$ cat config.mk
export PLATFORM = sky130hd
export DESIGN_NAME = perf_counter_bank
export DESIGN_NICKNAME = d
export VERILOG_FILES = /design/src/rtl/pcb_pkg.sv /design/src/rtl/pcb_event_select.sv /design/src/rtl/pcb_counter_slot.sv /design/src/rtl/perf_counter_bank.sv
export SDC_FILE = /design/constraint.sdc
export NUM_CORES = 1
export LEC_CHECK = 0
export BUFFER_PORTS_ARGS = -buffer_cell sky130_fd_sc_hd__buf_2
export CAP_MARGIN = 20
export CORE_MARGIN = 1
export CORE_UTILIZATION = 40
export CTS_BUF_LIST = sky130_fd_sc_hd__clkbuf_8
export DETAILED_ROUTE_END_ITERATION = 16
export MAX_ROUTING_LAYER = met4
export PLACE_DENSITY = 0.63
export SETUP_SLACK_MARGIN = 0.5
export SLEW_MARGIN = 20
export SYNTH_ARGS = -nofsm -noshare
export SYNTH_HDL_FRONTEND = slang
export SYNTH_HIERARCHICAL = 1
export SYNTH_SLANG_ARGS = --single-unit
$ cat constraint.sdc
create_clock -name clk -period 8 [get_ports clk]
set_clock_uncertainty 0.15 [all_clocks]
set_input_delay 0.8 -clock clk [delete_from_list [all_inputs] [get_ports clk]]
set_output_delay 0.8 -clock clk [all_outputs]
set_load 0.03 [all_outputs]
$ cat src/rtl/pcb_pkg.sv
package pcb_pkg;

    localparam int NUM_CTR  = 4;
    localparam int CODE_W   = 8;
    localparam int PRE_W    = 8;
    localparam int IDX_W    = $clog2(NUM_CTR);
    localparam logic [7:0] VAL_BASE = 8'h20;

    // stored configuration of one slot (overflow is kept apart as status)
    typedef struct packed {
        logic [CODE_W-1:0] code;
        logic [PRE_W-1:0]  preload;
        logic              en;
        logic              clr;
    } ctr_cfg_t;

    localparam ctr_cfg_t CFG_RESET = '{code: '0, preload: '0, en: 1'b0, clr: 1'b1};

    function automatic ctr_cfg_t unpack_ctl(input logic [31:0] w);
        ctr_cfg_t c;
        c.code    = w[31:24];
        c.preload = w[23:16];
        c.en      = w[2];
        c.clr     = w[1];
        return c;
    endfunction

    function automatic logic [31:0] pack_ctl(input ctr_cfg_t c, input logic ovf);
        return {c.code, c.preload, 13'd0, c.en, c.clr, ovf};
    endfunction

endpackage

$ cat src/rtl/pcb_event_select.sv
module pcb_event_select
    import pcb_pkg::*;
#(
    parameter int NUM_EVT = 64
) (
    input  logic [NUM_EVT-1:0] events,
    input  logic [CODE_W-1:0]  code,
    output logic               hit
);
    // codes at or above NUM_EVT match nothing
    always_comb begin
        hit = 1'b0;
        for (int i = 0; i < NUM_EVT; i++) begin
            if (int'(code) == i) hit = events[i];
        end
    end

endmodule

$ cat src/rtl/pcb_counter_slot.sv
module pcb_counter_slot
    import pcb_pkg::*;
#(
    parameter int CNT_W       = 32,
    parameter int PRELOAD_LSB = 16,
    parameter bit IS_CYCLE    = 1'b0,
    parameter bit LEGACY_WRAP = 1'b0
) (
    input  logic             clk,
    input  logic             rst,
    input  logic             wr,
    input  ctr_cfg_t         wcfg,
    input  logic             step,
    output ctr_cfg_t         cfg_q,
    output logic             ovf_q,
    output logic [CNT_W-1:0] cnt_q
);
    typedef logic [CNT_W-1:0] cnt_t;

    logic     clr_fire;
    logic     step_ok;
    cnt_t     load_val;
    ctr_cfg_t cfg_next;

    generate
        if (IS_CYCLE) begin : g_cycle
            logic unused_code;
            assign unused_code = ^wcfg.code;
            // rising write of the clear bit; reload the bias
            assign clr_fire = wr & wcfg.clr & ~cfg_q.clr;
            assign load_val = cnt_t'(wcfg.preload) << PRELOAD_LSB;
            assign step_ok  = step & ~ovf_q;
            always_comb begin
                cfg_next = cfg_q;
                if (wr) cfg_next = '{code: '0, preload: wcfg.preload, en: wcfg.en, clr: wcfg.clr};
            end
        end else begin : g_event
            assign clr_fire = wr & ~wcfg.clr;
            assign load_val = '0;
            assign step_ok  = step & (~ovf_q | LEGACY_WRAP);
            always_comb begin
                cfg_next = cfg_q;
                if (wr)              cfg_next = wcfg;
                else if (!cfg_q.clr) cfg_next.clr = 1'b1;
            end


            clr_return_chk: assert property (@(posedge clk) disable iff (rst)
                (!cfg_q.clr && !wr) |=> cfg_q.clr);
        end
    endgenerate

    always_ff @(posedge clk) begin
        if (rst) begin
            cfg_q <= CFG_RESET;
            ovf_q <= 1'b0;
            cnt_q <= '0;
        end else begin
            cfg_q <= cfg_next;
            if (clr_fire) begin
                cnt_q <= load_val;
                ovf_q <= 1'b0;
            end else if (step_ok) begin
                cnt_q <= cnt_q + 1'b1;
                if (&cnt_q) ovf_q <= 1'b1;
            end
        end
    end


    clear_wins_chk: assert property (@(posedge clk) disable iff (rst)
        clr_fire |=> (cnt_q == $past(load_val)) && !ovf_q);


    ovf_sticky_chk: assert property (@(posedge clk) disable iff (rst)
        (ovf_q && !clr_fire) |=> ovf_q);

    generate
        if (IS_CYCLE || !LEGACY_WRAP) begin : g_hold_chk

            ovf_hold_chk: assert property (@(posedge clk) disable iff (rst)
                (ovf_q && !clr_fire) |=> $stable(cnt_q));
        end
    endgenerate

endmodule

$ cat src/rtl/perf_counter_bank.sv
module perf_counter_bank
    import pcb_pkg::*;
#(
    parameter int CNT_W       = 32,
    parameter int PRELOAD_LSB = 16,
    parameter int NUM_EVT     = 64,
    parameter bit LEGACY_WRAP = 1'b0,
    parameter int ADDR_W      = 8
) (
    input  logic               clk,
    input  logic               rst,
    input  logic               bus_valid,
    input  logic               bus_write,
    input  logic [ADDR_W-1:0]  bus_addr,
    input  logic [31:0]        bus_wdata,
    output logic [31:0]        bus_rdata,
    input  logic [NUM_EVT-1:0] events,
    output logic               irq
);
    typedef logic [CNT_W-1:0] cnt_t;

    localparam int REG_LSB = IDX_W + 2;
    localparam logic [ADDR_W-1:0] VAL_ADDR = ADDR_W'(VAL_BASE);

    ctr_cfg_t           cfg_q [NUM_CTR];
    cnt_t               cnt_q [NUM_CTR];
    logic [NUM_CTR-1:0] ovf_q;
    logic [NUM_CTR-1:0] tick;
    logic [NUM_CTR-1:0] wr_str;
    logic [IDX_W-1:0]   idx;
    logic               ctl_hit, val_hit, bank_run;
    ctr_cfg_t           wcfg;
    logic               unused_bits;

    assign idx      = bus_addr[REG_LSB-1:2];
    assign ctl_hit  = (bus_addr[ADDR_W-1:REG_LSB] == '0);
    assign val_hit  = (bus_addr[ADDR_W-1:REG_LSB] == VAL_ADDR[ADDR_W-1:REG_LSB]);
    assign wcfg     = unpack_ctl(bus_wdata);
    assign bank_run = cfg_q[0].en & ~ovf_q[0];
    assign irq      = ovf_q[0];
    assign unused_bits = ^{bus_wdata[15:3], bus_wdata[0], bus_addr[1:0]};

    always_comb begin
        for (int n = 0; n < NUM_CTR; n++) begin
            wr_str[n] = bus_valid & bus_write & ctl_hit & (int'(idx) == n);
        end
    end

    generate
        for (genvar g = 0; g < NUM_CTR; g++) begin : g_slot
            if (g == 0) begin : g_src
                assign tick[g] = cfg_q[g].en;
            end else begin : g_src
                logic hit_g;
                pcb_event_select #(.NUM_EVT(NUM_EVT)) u_sel (
                    .events (events),
                    .code   (cfg_q[g].code),
                    .hit    (hit_g)
                );
                assign tick[g] = cfg_q[g].en & bank_run & hit_g;


                frozen_chk: assert property (@(posedge clk) disable iff (rst)
                    (!bank_run && !wr_str[g]) |=> $stable(cnt_q[g]));
            end

            pcb_counter_slot #(
                .CNT_W       (CNT_W),
                .PRELOAD_LSB (PRELOAD_LSB),
                .IS_CYCLE    (g == 0),
                .LEGACY_WRAP (LEGACY_WRAP)
            ) u_slot (
                .clk   (clk),
                .rst   (rst),
                .wr    (wr_str[g]),
                .wcfg  (wcfg),
                .step  (tick[g]),
                .cfg_q (cfg_q[g]),
                .ovf_q (ovf_q[g]),
                .cnt_q (cnt_q[g])
            );
        end
    endgenerate

    always_comb begin
        bus_rdata = '0;
        if (bus_valid && !bus_write) begin
            if (ctl_hit)      bus_rdata = pack_ctl(cfg_q[idx], ovf_q[idx]);
            else if (val_hit) bus_rdata = 32'(cnt_q[idx]);
        end
    end

    cnt_t cyc_cnt;
    assign cyc_cnt = cnt_q[0];


    cycle_step_chk: assert property (@(posedge clk) disable iff (rst)
        (cfg_q[0].en && !ovf_q[0] && !wr_str[0]) |=> cyc_cnt == cnt_t'($past(cyc_cnt) + 1'b1));


    irq_hold_chk: assert property (@(posedge clk) disable iff (rst)
        (irq && !wr_str[0]) |=> irq);


    cycle_code_chk: assert property (@(posedge clk) disable iff (rst)
        wr_str[0] |=> cfg_q[0].code == '0);

endmodule

==> metrics.txt <==
yosys warns=6; Gate Count Post-Synth=1545; Max Slew Vio Count=0; Max FO, Critical Path=45; DRC errors left=0; Iter 0 DRT Violations=1514; P_sw=466 uW; initial antenna violation count=0; Inst Count DP=2015; worst slew pin tran=1.01 ns; # diodes=0; CP Cell Sequence=mux2_4, a221oi_1, o32a_1, o311ai_1, o211ai_1, o211ai_1, and3_1, nand3b_4, or3_1, or4_1, a21oi_1; outcome=finished clean; vias=12979; Post-synth EDFFs=0; RSZ-0062 raised after global routing=no; Worst path slowest cell=dfxtp_2; number of setup buffers added after CTS=0; Most common cell on crit path=o211ai_1; max cap viols=0; first-pass GRT wire length=69.1 mm; DP Wirelength=33.0 mm; NumNets Final=1698; setup TNS=0 ns; non-filler cells, final=2047; sw frac=26.8%; asr flop ratio synth=0%; Critical Path AT=4.71 ns; Int Pwr=1280 uW; CTS tree=built; post-route clock period utilization=55.8%; setup ws final=3.54 ns; startpoint types=flop; H-tree depth=4; die span in x=187 um; Clk pwr share=36.0%; worst min-delay path class=reg2reg; Final Wtd Congestion=1.06; Initial Utilization=40.8%; Seq. cell area=0.00393 mm^2; Fin. Hold Viols=0; vias per cell=6.34; Core Area=0.0337 mm^2; drt pass-1 iters=5; Pwr Density=119 mW/mm^2; Routed WL=45.3 mm; clock sink count=196; total gr overflow=0; All-Layer GR Usage=25.9%; Root Buffer=clkbuf_8; Crit Path Class=reg2reg; die area=0.0351 mm^2; Place WS=3.63 ns; Comb pwr share=8.0%; Seq cells post-synth=196; Multi-input gate area=0.00897 mm^2; Clk Latency, worst-skew pair=0.48 ns; area added between synthesis and finish=6.68%; Leakage Power=0.00483 uW; Slew headroom=33.0%; Final Critical Period=4.46 ns; number of nets with antenna violations after routing=0; largest net degree at the start of global routing=87; max incr delay on CP=1.00 ns; Seq pwr share=56.0%; post_cts resized=0; Synth Flop Type=dfxtp_1; sequential area share after synthesis=28.5%; post-cts hold buffer count=0; wire per inst=22.1 um; synthesized area per cell=8.90 um^2; Die Span Y=187 um; Distinct cells, synth=82; Cell Area, Synth=0.0138 mm^2; num rows=67; Fmax=224 MHz; CTS clk-pin slew, worst paths=0.10 ns; layout cells sized above 1=18.4%; CTS Buf Count=17; CP Capture Type=flop; number of global-route vias before repair=11675; Buffers on Ports=124; Top Ports=141; Final setup viols=0; Req. time, crit path=8.25 ns; clk buf depth=2; VDD IR max=83.2 uV; FILL cells=3400
power by group through the flow:
stage	Combinational [uW]	Clock (uW)	Sequential [uW]
floorplan	74.8	0	999
global placement	136	0	999
detailed placement	136	0	999
CTS	136	642	977
global route	147	679	977
finish	139	627	977
cell usage after synthesis, types with 9 or more instances:
cell type	instances	area share [%]
a211oi_1	10	0.55
a21o_1	9	0.49
a21oi_1	98	3.6
a22o_1	18	1.1
a311oi_1	10	0.64
and2_1	20	0.91
and3_1	17	0.77
and4_1	20	1.3
buf_1	10	0.27
buf_2	26	0.95
buf_4	14	0.76
buf_6	28	2.3
clkbuf_1	47	1.3
dfxtp_1	196	29
inv_1	22	0.60
mux2i_1	116	8.4
mux4_2	57	9.3
nand2_1	99	2.7
nand2b_1	21	0.95
nand3_1	56	2.0
nand3b_1	11	0.60
nand4_1	42	1.9
nand4b_1	9	0.57
nor2_1	142	3.9
nor2b_1	11	0.50
nor3_1	32	1.2
nor4_1	32	1.5
o211ai_1	10	0.55
o21ai_0	39	1.4
o21ai_1	12	0.44
o31ai_1	45	2.5
or3_1	42	1.9
or4_1	41	2.2
xnor2_1	17	1.1
xor2_1	24	1.5
critical path: cells and delay by family, from the launching register on:
| kind | cells | cell delay [ns] |
|---|---|---|
| DFF | 1 | 1.00 |
| AOI/OAI and AO/OA | 6 | 1.20 |
| and+or+nand+nor | 4 | 1.71 |
| muxes | 1 | 0.31 |
cells by family (layout without fill, tap and decap cells):
family          count (synthesis)  after routing  synth area share (%)
fa+ha+maj                       4              4                 0.364
flops                         196            196                  28.5
compound gates                322            322                  15.9
simple gates                  648            648                  27.3
buf+inv                       150            197                  6.59
xor+xnor                       41             41                  2.61
mux                           183            183                  18.7
other cells                     1              8                0.0273
sequential cells by signal, summed over array words and instances (netlist names):
| register | cells |
|---|---|
| g_slot.u_slot/cfg_q | 64 |
| g_slot.u_slot/ovf_q | 4 |
| g_slot.u_slot/cnt_q | 128 |
stage by stage:
stage / hold WS, ns / instance area, um^2 / power, uW / utilization [%]
after floorplan: 0.299 / 13800 / 1070 / -
after global placement: 0.317 / 14300 / 1130 / 42.5
after detailed placement: 0.328 / 14300 / 1140 / 42.5
after CTS: 0.352 / 14700 / 1750 / 43.6
after global routing: 0.374 / 14700 / 1800 / 43.6
final: 0.349 / 14700 / 1740 / 43.6
path summary, 6_finish.rpt:
check	from	endpoint	slack, ns	depth (start not counted)
setup / recovery	g_slot[1].u_slot/cfg_q[11]$_SDFFE_PP0P_	g_slot[1].u_slot/cnt_q[24]$_SDFFE_PP0P_	3.54	11
hold / removal	g_slot[2].u_slot/cfg_q[3]$_SDFFE_PP0P_	g_slot[2].u_slot/cfg_q[3]$_SDFFE_PP0P_	0.35	2
setup reg to reg	g_slot[1].u_slot/cfg_q[11]$_SDFFE_PP0P_	g_slot[1].u_slot/cnt_q[24]$_SDFFE_PP0P_	3.54	11
hold reg to reg	g_slot[2].u_slot/cfg_q[3]$_SDFFE_PP0P_	g_slot[2].u_slot/cfg_q[3]$_SDFFE_PP0P_	0.35	2
cell usage in the layout, fill, tap and decap left out, drive strengths merged, types with 30 or more instances in the layout:
master	n
nand4	44
or3	43
a21oi	98
or4	44
buf	143
nor2	145
nor4	32
inv	30
o31ai	45
o21ai	51
dfxtp	196
nor3	32
nand3	59
mux4	57
mux2i	116
nand2	99
metal layers:
metal	GRT usage (%)	wire [um]
met1	35.4	19800
met2	38.9	20300
met3	3.81	3780
met4	9.38	1440
met5	-	0
cell type report:
class	count	area share, %
multi-input combinational	1206	61.1
sequential	196	26.8
timing repair buffer	143	5.22
tap	448	3.82
clock buffer	17	1.59
clock inverter	15	0.912
inverter	22	0.563
Power figures use the tool's default switching activity.
